[config.mk]
export PLATFORM = sky130hd
export DESIGN_NAME = nand_rd_responder
export DESIGN_NICKNAME = d
export VERILOG_FILES = /design/src/rtl/nfr_pkg.sv /design/src/rtl/nfr_line_decode.sv /design/src/rtl/nfr_bank.sv /design/src/rtl/nand_rd_responder.sv
export SDC_FILE = /design/constraint.sdc
export NUM_CORES = 1
export LEC_CHECK = 0
export CAP_MARGIN = 20
export CORE_UTILIZATION = 51
export DETAILED_ROUTE_END_ITERATION = 6
export GPL_TIMING_DRIVEN = 0
export PLACE_DENSITY = 0.71
export SLEW_MARGIN = 20
export SYNTH_ARGS = -nofsm -noshare
export SYNTH_HDL_FRONTEND = slang
export SYNTH_SLANG_ARGS = --single-unit
[constraint.sdc]
create_clock -name clk -period 5.9 [get_ports clk]
set_input_delay 1.18 -clock clk [delete_from_list [all_inputs] [get_ports clk]]
set_output_delay 1.18 -clock clk [all_outputs]
set_load 0.005 [all_outputs]
[src/rtl/nfr_pkg.sv]
package nfr_pkg;

   localparam int BIT_CE0  = 8;
   localparam int BIT_CE1  = 9;
   localparam int BIT_RE   = 10;
   localparam int BIT_WE   = 11;
   localparam int BIT_ALE  = 12;
   localparam int BIT_CLE  = 13;
   localparam int BIT_RDY0 = 14;

   localparam logic [7:0] CMD_RESET    = 8'hFF;
   localparam logic [7:0] CMD_RD_A     = 8'h00;
   localparam logic [7:0] CMD_RD_B     = 8'h01;
   localparam logic [7:0] CMD_RD_SPARE = 8'h50;

   typedef enum logic [1:0] {
      MODE_IDLE,
      MODE_RD_A,
      MODE_RD_B,
      MODE_RD_SPARE
   } nfr_mode_e;

   typedef struct packed {
      logic idle;
      logic cmd;
      logic addr;
      logic rd;
   } nfr_ev_t;

   function automatic logic [7:0] nfr_pattern(input logic [31:0] a, input logic [7:0] seed);
      return a[7:0] ^ a[15:8] ^ a[23:16] ^ a[31:24] ^ seed;
   endfunction

endpackage

[src/rtl/nfr_line_decode.sv]
module nfr_line_decode
   import nfr_pkg::*;
#(
   parameter int NUM_BANKS = 2
) (
   input  logic                 clk,
   input  logic                 rst_n,
   input  logic [13:0]          lines,
   output logic                 strobe_edge,
   output nfr_ev_t              ev,
   output logic [NUM_BANKS-1:0] bank_sel,
   output logic [7:0]           bus_byte
);

   localparam logic [13:0] QUIET_LINES = 14'((1 << BIT_CE0) | (1 << BIT_CE1) |
                                             (1 << BIT_RE)  | (1 << BIT_WE));

   logic [13:0] smp_q;
   logic [13:0] smp_qq;

   always_ff @(posedge clk or negedge rst_n) begin
      if (!rst_n) begin
         smp_q  <= QUIET_LINES;
         smp_qq <= QUIET_LINES;
      end else begin
         smp_q  <= lines;
         smp_qq <= smp_q;
      end
   end

   assign strobe_edge = (smp_q[BIT_RE] ^ smp_qq[BIT_RE]) | (smp_q[BIT_WE] ^ smp_qq[BIT_WE]);
   assign bus_byte    = smp_q[7:0];

   generate
      if (NUM_BANKS == 1) begin : g_one
         assign bank_sel[0] = ~smp_q[BIT_CE0];
      end else begin : g_two
         assign bank_sel[0] = ~smp_q[BIT_CE0];
         assign bank_sel[1] = smp_q[BIT_CE0] & ~smp_q[BIT_CE1];
      end
   endgenerate

   logic re_hi, we_hi;
   assign re_hi = smp_q[BIT_RE];
   assign we_hi = smp_q[BIT_WE];

   always_comb begin
      ev = '0;
      if (strobe_edge && (|bank_sel)) begin
         if (re_hi && we_hi)                ev.idle = 1'b1;
         else if (smp_q[BIT_CLE] && !we_hi) ev.cmd  = 1'b1;
         else if (smp_q[BIT_ALE] && !we_hi) ev.addr = 1'b1;
         else if (!re_hi)                   ev.rd   = 1'b1;
      end
   end

endmodule

[src/rtl/nfr_bank.sv]
module nfr_bank
   import nfr_pkg::*;
#(
   parameter int         ADDR_W     = 26,
   parameter int         PAGE_BYTES = 528,
   parameter logic [7:0] SEED       = 8'h00
) (
   input  logic       clk,
   input  logic       rst_n,
   input  logic       hit,
   input  nfr_ev_t    ev,
   input  logic [7:0] bus_byte,
   output logic [7:0] rd_byte,
   output logic       fault
);

   localparam logic [ADDR_W-1:0] LO_STEP = ADDR_W'(PAGE_BYTES);
   localparam logic [ADDR_W-1:0] HI_STEP = ADDR_W'(PAGE_BYTES * 256);

   nfr_mode_e         mode_q;
   logic [1:0]        cyc_q;
   logic [ADDR_W-1:0] ptr_q;
   logic [ADDR_W-1:0] col_base;
   logic              cmd_known;
   logic              addr_bad;

   always_comb begin
      case (mode_q)
         MODE_RD_B:     col_base = ADDR_W'(12'h100);
         MODE_RD_SPARE: col_base = ADDR_W'(12'h200);
         default:       col_base = '0;
      endcase
   end

   assign cmd_known = (bus_byte == CMD_RESET) || (bus_byte == CMD_RD_A) ||
                      (bus_byte == CMD_RD_B)  || (bus_byte == CMD_RD_SPARE);
   assign addr_bad  = (mode_q == MODE_IDLE) || (cyc_q == 2'd3);
   assign fault     = hit && ((ev.cmd && !cmd_known) || (ev.addr && addr_bad));
   assign rd_byte   = nfr_pattern(32'(ptr_q), SEED);

   always_ff @(posedge clk or negedge rst_n) begin
      if (!rst_n) begin
         mode_q <= MODE_IDLE;
         cyc_q  <= '0;
         ptr_q  <= '0;
      end else if (hit) begin
         if (ev.cmd) begin
            case (bus_byte)
               CMD_RESET:    mode_q <= MODE_IDLE;
               CMD_RD_A:     begin mode_q <= MODE_RD_A;     cyc_q <= '0; end
               CMD_RD_B:     begin mode_q <= MODE_RD_B;     cyc_q <= '0; end
               CMD_RD_SPARE: begin mode_q <= MODE_RD_SPARE; cyc_q <= '0; end
               default:      ;
            endcase
         end else if (ev.addr && !addr_bad) begin
            case (cyc_q)
               2'd0:    ptr_q <= ADDR_W'(bus_byte) + col_base;
               2'd1:    ptr_q <= ptr_q + ADDR_W'(bus_byte) * HI_STEP;
               default: ptr_q <= ptr_q + ADDR_W'(bus_byte) * LO_STEP;
            endcase
            cyc_q <= cyc_q + 2'd1;
         end else if (ev.rd) begin
            ptr_q <= ptr_q + ADDR_W'(1);
         end
      end
   end

endmodule

[src/rtl/nand_rd_responder.sv]
module nand_rd_responder
   import nfr_pkg::*;
#(
   parameter int                  PORT_W     = 16,
   parameter int                  NUM_BANKS  = 2,
   parameter int                  PAGE_BYTES = 528,
   parameter int                  ADDR_W     = 26,
   parameter logic [2*8-1:0]      BANK_SEEDS = 16'hA5_00
) (
   input  logic              clk,
   input  logic              rst_n,
   input  logic [PORT_W-1:0] port_in,
   output logic [PORT_W-1:0] port_out,
   output logic [PORT_W-1:0] port_oe,
   output logic              proto_err
);

   localparam longint MAX_PTR = 64'd767 + 64'd255 * PAGE_BYTES * 256 + 64'd255 * PAGE_BYTES;

   generate
      if (PORT_W != 16)                  begin : g_bad_port  $error("PORT_W must be 16"); end
      if (NUM_BANKS < 1 || NUM_BANKS > 2) begin : g_bad_banks $error("NUM_BANKS must be 1 or 2"); end
      if (ADDR_W > 32)                   begin : g_bad_wide  $error("ADDR_W must not exceed 32"); end
      if (MAX_PTR >= (64'd1 << ADDR_W))  begin : g_bad_narrow $error("ADDR_W too small for page geometry"); end
   endgenerate

   logic                 strobe_edge;
   nfr_ev_t              ev;
   logic [NUM_BANKS-1:0] bank_sel;
   logic [7:0]           bus_byte;
   logic [7:0]           bank_byte [NUM_BANKS];
   logic [NUM_BANKS-1:0] bank_fault;
   logic [7:0]           sel_byte;
   logic                 unused_ready_lines;

   assign unused_ready_lines = ^port_in[PORT_W-1:BIT_RDY0];

   nfr_line_decode #(.NUM_BANKS(NUM_BANKS)) u_decode (
      .clk         (clk),
      .rst_n       (rst_n),
      .lines       (port_in[13:0]),
      .strobe_edge (strobe_edge),
      .ev          (ev),
      .bank_sel    (bank_sel),
      .bus_byte    (bus_byte)
   );

   for (genvar b = 0; b < NUM_BANKS; b++) begin : g_bank
      nfr_bank #(
         .ADDR_W     (ADDR_W),
         .PAGE_BYTES (PAGE_BYTES),
         .SEED       (BANK_SEEDS[8*b +: 8])
      ) u_bank (
         .clk      (clk),
         .rst_n    (rst_n),
         .hit      (bank_sel[b]),
         .ev       (ev),
         .bus_byte (bus_byte),
         .rd_byte  (bank_byte[b]),
         .fault    (bank_fault[b])
      );
   end

   always_comb begin
      sel_byte = '0;
      for (int b = 0; b < NUM_BANKS; b++) begin
         if (bank_sel[b]) sel_byte = sel_byte | bank_byte[b];
      end
   end

   logic                 rd_hit, idle_hit;
   logic [7:0]           data_q;
   logic                 data_oe_q;
   logic [NUM_BANKS-1:0] ready_q;
   logic                 err_q;

   assign rd_hit   = ev.rd;
   assign idle_hit = ev.idle;

   always_ff @(posedge clk or negedge rst_n) begin
      if (!rst_n) begin
         data_q    <= '0;
         data_oe_q <= 1'b0;
         ready_q   <= '0;
         err_q     <= 1'b0;
      end else begin
         if (rd_hit) begin
            data_q    <= sel_byte;
            data_oe_q <= 1'b1;
         end
         if (idle_hit) begin
            data_oe_q <= 1'b0;
            ready_q   <= ready_q | bank_sel;
         end
         if (|bank_fault) err_q <= 1'b1;
      end
   end

   always_comb begin
      port_out      = '0;
      port_oe       = '0;
      port_out[7:0] = data_q;
      port_oe[7:0]  = {8{data_oe_q}};
      for (int b = 0; b < NUM_BANKS; b++) begin
         port_out[BIT_RDY0 + b] = ready_q[b];
         port_oe[BIT_RDY0 + b]  = ready_q[b];
      end
   end

   assign proto_err = err_q;

endmodule

==> results of run 1 <==
==> flip-flops by register name, summed over array words and instances, names as in the netlist <==
register,flops
g_bank.u_bank.mode_q,4
g_bank.u_bank.cyc_q,4
g_bank.u_bank.ptr_q,52
data_oe_q,1
u_decode.smp_q,14
proto_err,1
ready_q,2
u_decode.smp_qq,2
data_q,8
==> area by class of cell <==
type | count | share of cell area
multi-input combinational | 919 | 0.627
sequential | 88 | 0.226
timing repair buffer | 37 | 0.0399
buffer | 76 | 0.0387
tap | 220 | 0.0282
clock buffer | 12 | 0.0252
inverter | 25 | 0.00961
clock inverter | 4 | 0.00461
antenna | 1 | 0.000256
==> layer usage <==
metal  vias up  global-route usage  part of all wire
met5         -                   0                 0
met4         0               0.121             0.027
met3        69              0.0843              0.12
met2       529               0.473              0.40
met1      4141               0.492              0.45
li1       4158                   -                 -
==> through the flow <==
stage / utilization / power [W]
finish: 0.585 / 0.00186
floorplan: - / 0.00105
CTS: 0.585 / 0.00185
global route: 0.585 / 0.00194
detailed placement: 0.567 / 0.00126
global placement: 0.565 / 0.00125
==> layout by cell type, fill, tap and decap left out, types with 7 or more instances in the layout <==
master	n
nor2b_1	9
a21oi_1	108
nor2_1	90
or2_2	7
and3_1	16
xor2_1	30
dfrtp_1	82
clkbuf_16	9
o22ai_1	10
nand2b_1	17
nand4_1	14
xnor2_1	57
o21a_1	9
nand2_1	98
ha_1	73
a22oi_1	11
nand3_1	38
o21ai_0	88
nor3_1	27
a221oi_1	7
clkdlybuf4s50_1	35
a21o_1	21
nor4_1	8
buf_4	22
buf_2	7
a31oi_1	24
inv_1	25
clkbuf_1	43
conb_1	12
a211oi_1	16
==> power breakdown <==
group	switching [W]	leakage [nW]	internal (W)
Clock	0.000260	0.146	0.000339
Sequential	0.0000599	1.14	0.000646
Combinational	0.000312	2.81	0.000241
Total	0.000632	4.10	0.00123
==> worst max-delay path: stages (launching register included) <==
cell	delay, ns
dfrtp_1	0.67
ha_1	0.33
ha_1	0.30
ha_1	0.23
fa_1	0.41
xor2_1	0.98
ha_1	0.36
nand2_1	0.14
o41ai_1	0.67
a21oi_1	0.30
o21ai_0	0.21
a31oi_1	0.10
a311o_1	0.27
==> cell families (layout without fill, tap and decap cells) <==
logic type / count (synthesis) / after routing / share of synthesized area
and+or+nand+nor: 345 / 345 / 0.188
AOI/OAI and AO/OA: 386 / 386 / 0.288
muxes: 9 / 9 / 0.0110
other: 1 / 13 / 0.000428
DFF: 88 / 88 / 0.252
adders and majority gates: 78 / 78 / 0.116
xor gates and xnor gates: 89 / 89 / 0.0899
buffers and inverters: 101 / 154 / 0.0539
==> worst max path at each step <==
stage                       from                    endpoint  slack (ns)
2_1_floorplan  u_decode.smp_q[2]  g_bank[1].u_bank.ptr_q[25]        2.06
3_3_place_gp               rst_n  g_bank[0].u_bank.ptr_q[23]        0.02
3_5_place_dp   u_decode.smp_q[2]  g_bank[1].u_bank.ptr_q[25]        1.03
4_1_cts        u_decode.smp_q[2]  g_bank[1].u_bank.ptr_q[25]        1.01
5_1_grt        u_decode.smp_q[2]  g_bank[1].u_bank.ptr_q[25]        0.70
6_report       u_decode.smp_q[2]  g_bank[1].u_bank.ptr_q[25]        0.83
==> results.sh, run 1 <==
export IMPL_outcome="complete, no violations"
export IMPL_syn_inst=1097
export IMPL_coreArea_um2=16700
export IMPL_max_cap_violations=0
export IMPL_reg2reg_from="u_decode.smp_q[2]"
export IMPL_worstPathMaxFanout=9
export IMPL_critical_path_class="reg2reg"
export IMPL_post_cts_buffers=0
export IMPL_min_from="u_decode.smp_q[10]"
export IMPL_grt_max_degree=60
export IMPL_ys_flop_type="dfrtp_1"
export IMPL_root_buffer="clkbuf_16"
export IMPL_finalSetupViolations=0
export IMPL_cts_tree="done"
export IMPL_drive_above_1_share=0.0689
export IMPL_slew_headroom=0.180
export IMPL_netlist_area_um2=8760
export IMPL_yosysTopAreaCell="dfrtp_1"
export IMPL_grt_setup_unrepaired="no"
export IMPL_htree_levels=3
export IMPL_cts_resized=0
export IMPL_period_minus_slack_ns=5.07
export IMPL_rows=47
export IMPL_final_nets=1252
export IMPL_grt_pass1_wl_um=45300
export IMPL_cts_hold_repair_buffers=0
export IMPL_start_kind="register"
export IMPL_hold_ws_ns=0.406
export IMPL_synthTopCellsByCount="a21oi_1 (108), nand2_1 (98), nor2_1 (90), o21ai_0 (88), dfrtp_1 (82)"
export IMPL_final_setup_tns_ns=0
export IMPL_hpwl_um=21400
export IMPL_finalHoldViolCount=0
export IMPL_ys_async_sr_fraction=1.00
export IMPL_grt_pass1_vias=8144
export IMPL_firstDrtPassIters=5
export IMPL_ys_ff_latch=88
export IMPL_fill_cells=1591
export IMPL_regToRegSetupSlack_ns=0.83
export IMPL_tightest_slew_ns=1.23
export IMPL_cts_buffers=9
export IMPL_drc=0
export IMPL_wl_per_cell_um=20.9
export IMPL_drt_iter0_markers=1152
export IMPL_crit_path_end_kind="register"
export IMPL_ys_seq_area_frac=0.252
export IMPL_drv_slew=0
export IMPL_cts_sinks=88
export IMPL_path_clk_slew_ns=0.08
export IMPL_syn_mean_instance_area_um2=7.98
export IMPL_netlist_top_cells_area="dfrtp_1 (23%), ha_1 (10%), a21oi_1 (6.2%)"
export IMPL_antenna_found_initial=0
export IMPL_yosysMostFrequentCell="a21oi_1"
export IMPL_port_buffers=36
export IMPL_fin_ws_ns=0.829
export IMPL_hold_class="reg2reg"
export IMPL_multi_input_area_um2=6120
export IMPL_min_to="u_decode.smp_qq[10]"
export IMPL_start_util=0.524
export IMPL_die_h_um=133
export IMPL_finalCritPeriodShare=0.859
export IMPL_dieArea_um2=17700
export IMPL_p_leak_nw=4.10
export IMPL_synth_top_area_frac=0.234
export IMPL_yosys_warnings=0
export IMPL_dp_cells=1365
export IMPL_crit_required_ns=6.16
export IMPL_worstHoldPathCells=0
export IMPL_r2r_end="g_bank[1].u_bank.ptr_q[25]"
export IMPL_die_width_um=133
export IMPL_dr_total_vias=8897
export IMPL_cts_buffer_depth=2
export IMPL_pre_cts_ws_ns=1.03
export IMPL_grt_overflow=0
export IMPL_vias_per_cell=6.44
export IMPL_fin_area_um2=9760
export IMPL_place_area_um2=9470
export IMPL_seqCellArea_um2=2210
export IMPL_ios=51
export IMPL_worstRegToRegCells=12
export IMPL_max_freq_ghz=0.197
export IMPL_synth_cell_type_count=84
export IMPL_areaGrowthSynthToFinish_pct=11.5
export IMPL_grtUsageTotal=0.336
export IMPL_skew_ns=0.0203
export IMPL_gp_congestion=0.986
export IMPL_synth_edff_count=0
export IMPL_instances_no_fill=1382
export IMPL_drt_wl_total_um=28800
export IMPL_clk_latency_ns=0.37
export IMPL_arrival_ns=5.33
export IMPL_ant_nets=0
export IMPL_ir_worst_vdd_uv=173
export IMPL_p_per_area_nw_per_um2=190
No activity file was read; power rests on OpenSTA's default activity.
==> inputs of run 2 (changes only) <==
--- a/config.mk
+++ b/config.mk
@@ -6,7 +6,10 @@
 export NUM_CORES = 1
 export LEC_CHECK = 0
 export CAP_MARGIN = 20
+export CORE_ASPECT_RATIO = 0.9
 export CORE_UTILIZATION = 51
+export CTS_BUF_LIST = sky130_fd_sc_hd__clkbuf_8
+export CTS_CLUSTER_SIZE = 30
 export DETAILED_ROUTE_END_ITERATION = 6
 export GPL_TIMING_DRIVEN = 0
 export PLACE_DENSITY = 0.71
==> run 2 against run 1 <==
  * Hold slack about the same
  * Clock skew grew 0.0034 ns
  * Global-route usage fell by 0.11 points
  * Power is 7.5% lower
  * Wire length up 1.1%
  * Sequential power barely moved
  * Largest power group unchanged
==> results.sh, run 2 (same netlist as run 1, synthesis figures left out) <==
export IMPL_dr_total_vias=8992
export IMPL_cts_resized=0
export IMPL_drt_wl_total_um=29100
export IMPL_fill_cells=1591
export IMPL_htree_levels=3
export IMPL_root_buffer="clkbuf_8"
export IMPL_firstDrtPassIters=6
export IMPL_start_kind="register"
export IMPL_vias_per_cell=6.55
export IMPL_mostFrequentLayoutCell="a21oi_1"
export IMPL_die_h_um=126
export IMPL_place_area_um2=9460
export IMPL_critical_path_class="reg2reg"
export IMPL_post_cts_buffers=0
export IMPL_drc=0
export IMPL_wl_per_cell_um=21.2
export IMPL_grt_pass1_vias=7925
export IMPL_largestRegisters="g_bank.u_bank.ptr_q (52), u_decode.smp_q (14), data_q (8)"
export IMPL_worstPathMaxFanout=9
export IMPL_areaGrowthSynthToFinish_pct=10.3
export IMPL_crit_required_ns=6.20
export IMPL_seqCellArea_um2=2210
export IMPL_clk_latency_ns=0.40
export IMPL_largest_reg_flops=52
export IMPL_final_cell_mix="a21oi_1 (108), nand2_1 (98), nor2_1 (90)"
export IMPL_pre_cts_ws_ns=1.03
export IMPL_top_register="g_bank.u_bank.ptr_q"
export IMPL_max_freq_ghz=0.195
export IMPL_coreArea_um2=16800
export IMPL_grt_max_degree=58
export IMPL_gp_congestion=0.989
export IMPL_n_antenna_cell=0
export IMPL_outcome="complete, no violations"
export IMPL_fin_ws_ns=0.781
export IMPL_tightest_slew_ns=1.17
export IMPL_cts_hold_repair_buffers=0
export IMPL_cts_sinks=88
export IMPL_grtUsageTotal=0.335
export IMPL_rows=45
export IMPL_grt_pass1_wl_um=45300
export IMPL_multi_input_area_um2=6120
export IMPL_ant_nets=0
export IMPL_arrival_ns=5.42
export IMPL_die_width_um=140
export IMPL_p_leak_nw=4.07
export IMPL_start_util=0.520
export IMPL_drive_above_1_share=0.0688
export IMPL_finalHoldViolCount=0
export IMPL_crit_path_end_kind="register"
export IMPL_port_buffers=36
export IMPL_hpwl_um=21900
export IMPL_final_setup_tns_ns=0
export IMPL_grt_setup_unrepaired="no"
export IMPL_skew_ns=0.0237
export IMPL_period_minus_slack_ns=5.12
export IMPL_finalSetupViolations=0
export IMPL_cts_buffers=9
export IMPL_cts_tree="done"
export IMPL_slew_headroom=0.214
export IMPL_drt_iter0_markers=1338
export IMPL_max_cap_violations=0
export IMPL_cts_buffer_depth=2
export IMPL_grt_overflow=0
export IMPL_fin_area_um2=9660
export IMPL_antenna_found_initial=0
export IMPL_ios=51
export IMPL_finalCritPeriodShare=0.868
export IMPL_final_nets=1253
export IMPL_p_per_area_nw_per_um2=178
export IMPL_drv_slew=0
export IMPL_path_clk_slew_ns=0.11
export IMPL_dieArea_um2=17700
export IMPL_ir_worst_vdd_uv=115
export IMPL_hold_class="reg2reg"
-- run 2: cell count changes in the layout (fill, tap and decap cells not counted) --
cell and change:
clkbuf_8 +10, clkbuf_16 -9, clkbuf_1 -2, inv_1 +2, buf_4 +1, clkinv_2 -1
diode_2 -1, xor2_1 +1, xor2_2 -1
-- run 2: final timing paths --
check	from	depth (start not counted)	to	slack (ns)
max	u_decode.smp_q[2]	12	g_bank[1].u_bank.ptr_q[25]	0.78
min	u_decode.smp_q[11]	0	u_decode.smp_qq[11]	0.41
max reg2reg	u_decode.smp_q[2]	12	g_bank[1].u_bank.ptr_q[25]	0.78
min reg2reg	u_decode.smp_q[11]	0	u_decode.smp_qq[11]	0.41
max in group asynchronous	rst_n	2	u_decode.smp_q[11]	4.57
min in group asynchronous	rst_n	1	g_bank[0].u_bank.ptr_q[18]	0.66
-- run 2: cell type report --
cell class,count,share of cell area
Multi-Input combinational cell,919,0.633
Sequential cell,88,0.229
Timing Repair Buffer,38,0.0411
Buffer,76,0.0391
Tap cell,211,0.0273
Clock buffer,11,0.0157
Inverter,25,0.00972
Clock inverter,5,0.00492
-- run 2: report_power, final --
| group | switching (W) | leakage [nW] | internal, W |
|---|---|---|---|
| logic | 0.000315 | 2.81 | 0.000242 |
| registers | 0.0000615 | 1.14 | 0.000645 |
| clock network | 0.000241 | 0.112 | 0.000215 |
| total | 0.000617 | 4.07 | 0.00110 |
-- run 2: worst max-delay path: stages, from the launching register on --
cell,delay [ns]
dfrtp_1,0.67
ha_1,0.33
ha_1,0.30
ha_1,0.22
fa_1,0.42
xor2_1,0.94
ha_1,0.37
nand2_1,0.14
o41ai_1,0.73
a21oi_1,0.31
o21ai_0,0.23
a31oi_1,0.10
a311o_1,0.27
-- run 2: per-layer routing --
metal,wire length [um],vias up,global-route usage
li1,-,4169,-
met1,13200,4236,0.499
met2,11800,522,0.476
met3,3410,65,0.0834
met4,714,0,0.0924
met5,0,-,0
-- run 2: per-stage QoR --
step | hold slack [ns] | util | total power (W) | instances
final | 0.406 | 0.574 | 0.00172 | 1373
after global routing | 0.415 | 0.574 | 0.00179 | 1373
after CTS | 0.405 | 0.574 | 0.00171 | 1373
after detailed placement | 0.387 | 0.562 | 0.00126 | 1357
after global placement | 0.391 | 0.560 | 0.00125 | 1355
after floorplan | 0.378 | - | 0.00105 | 1108
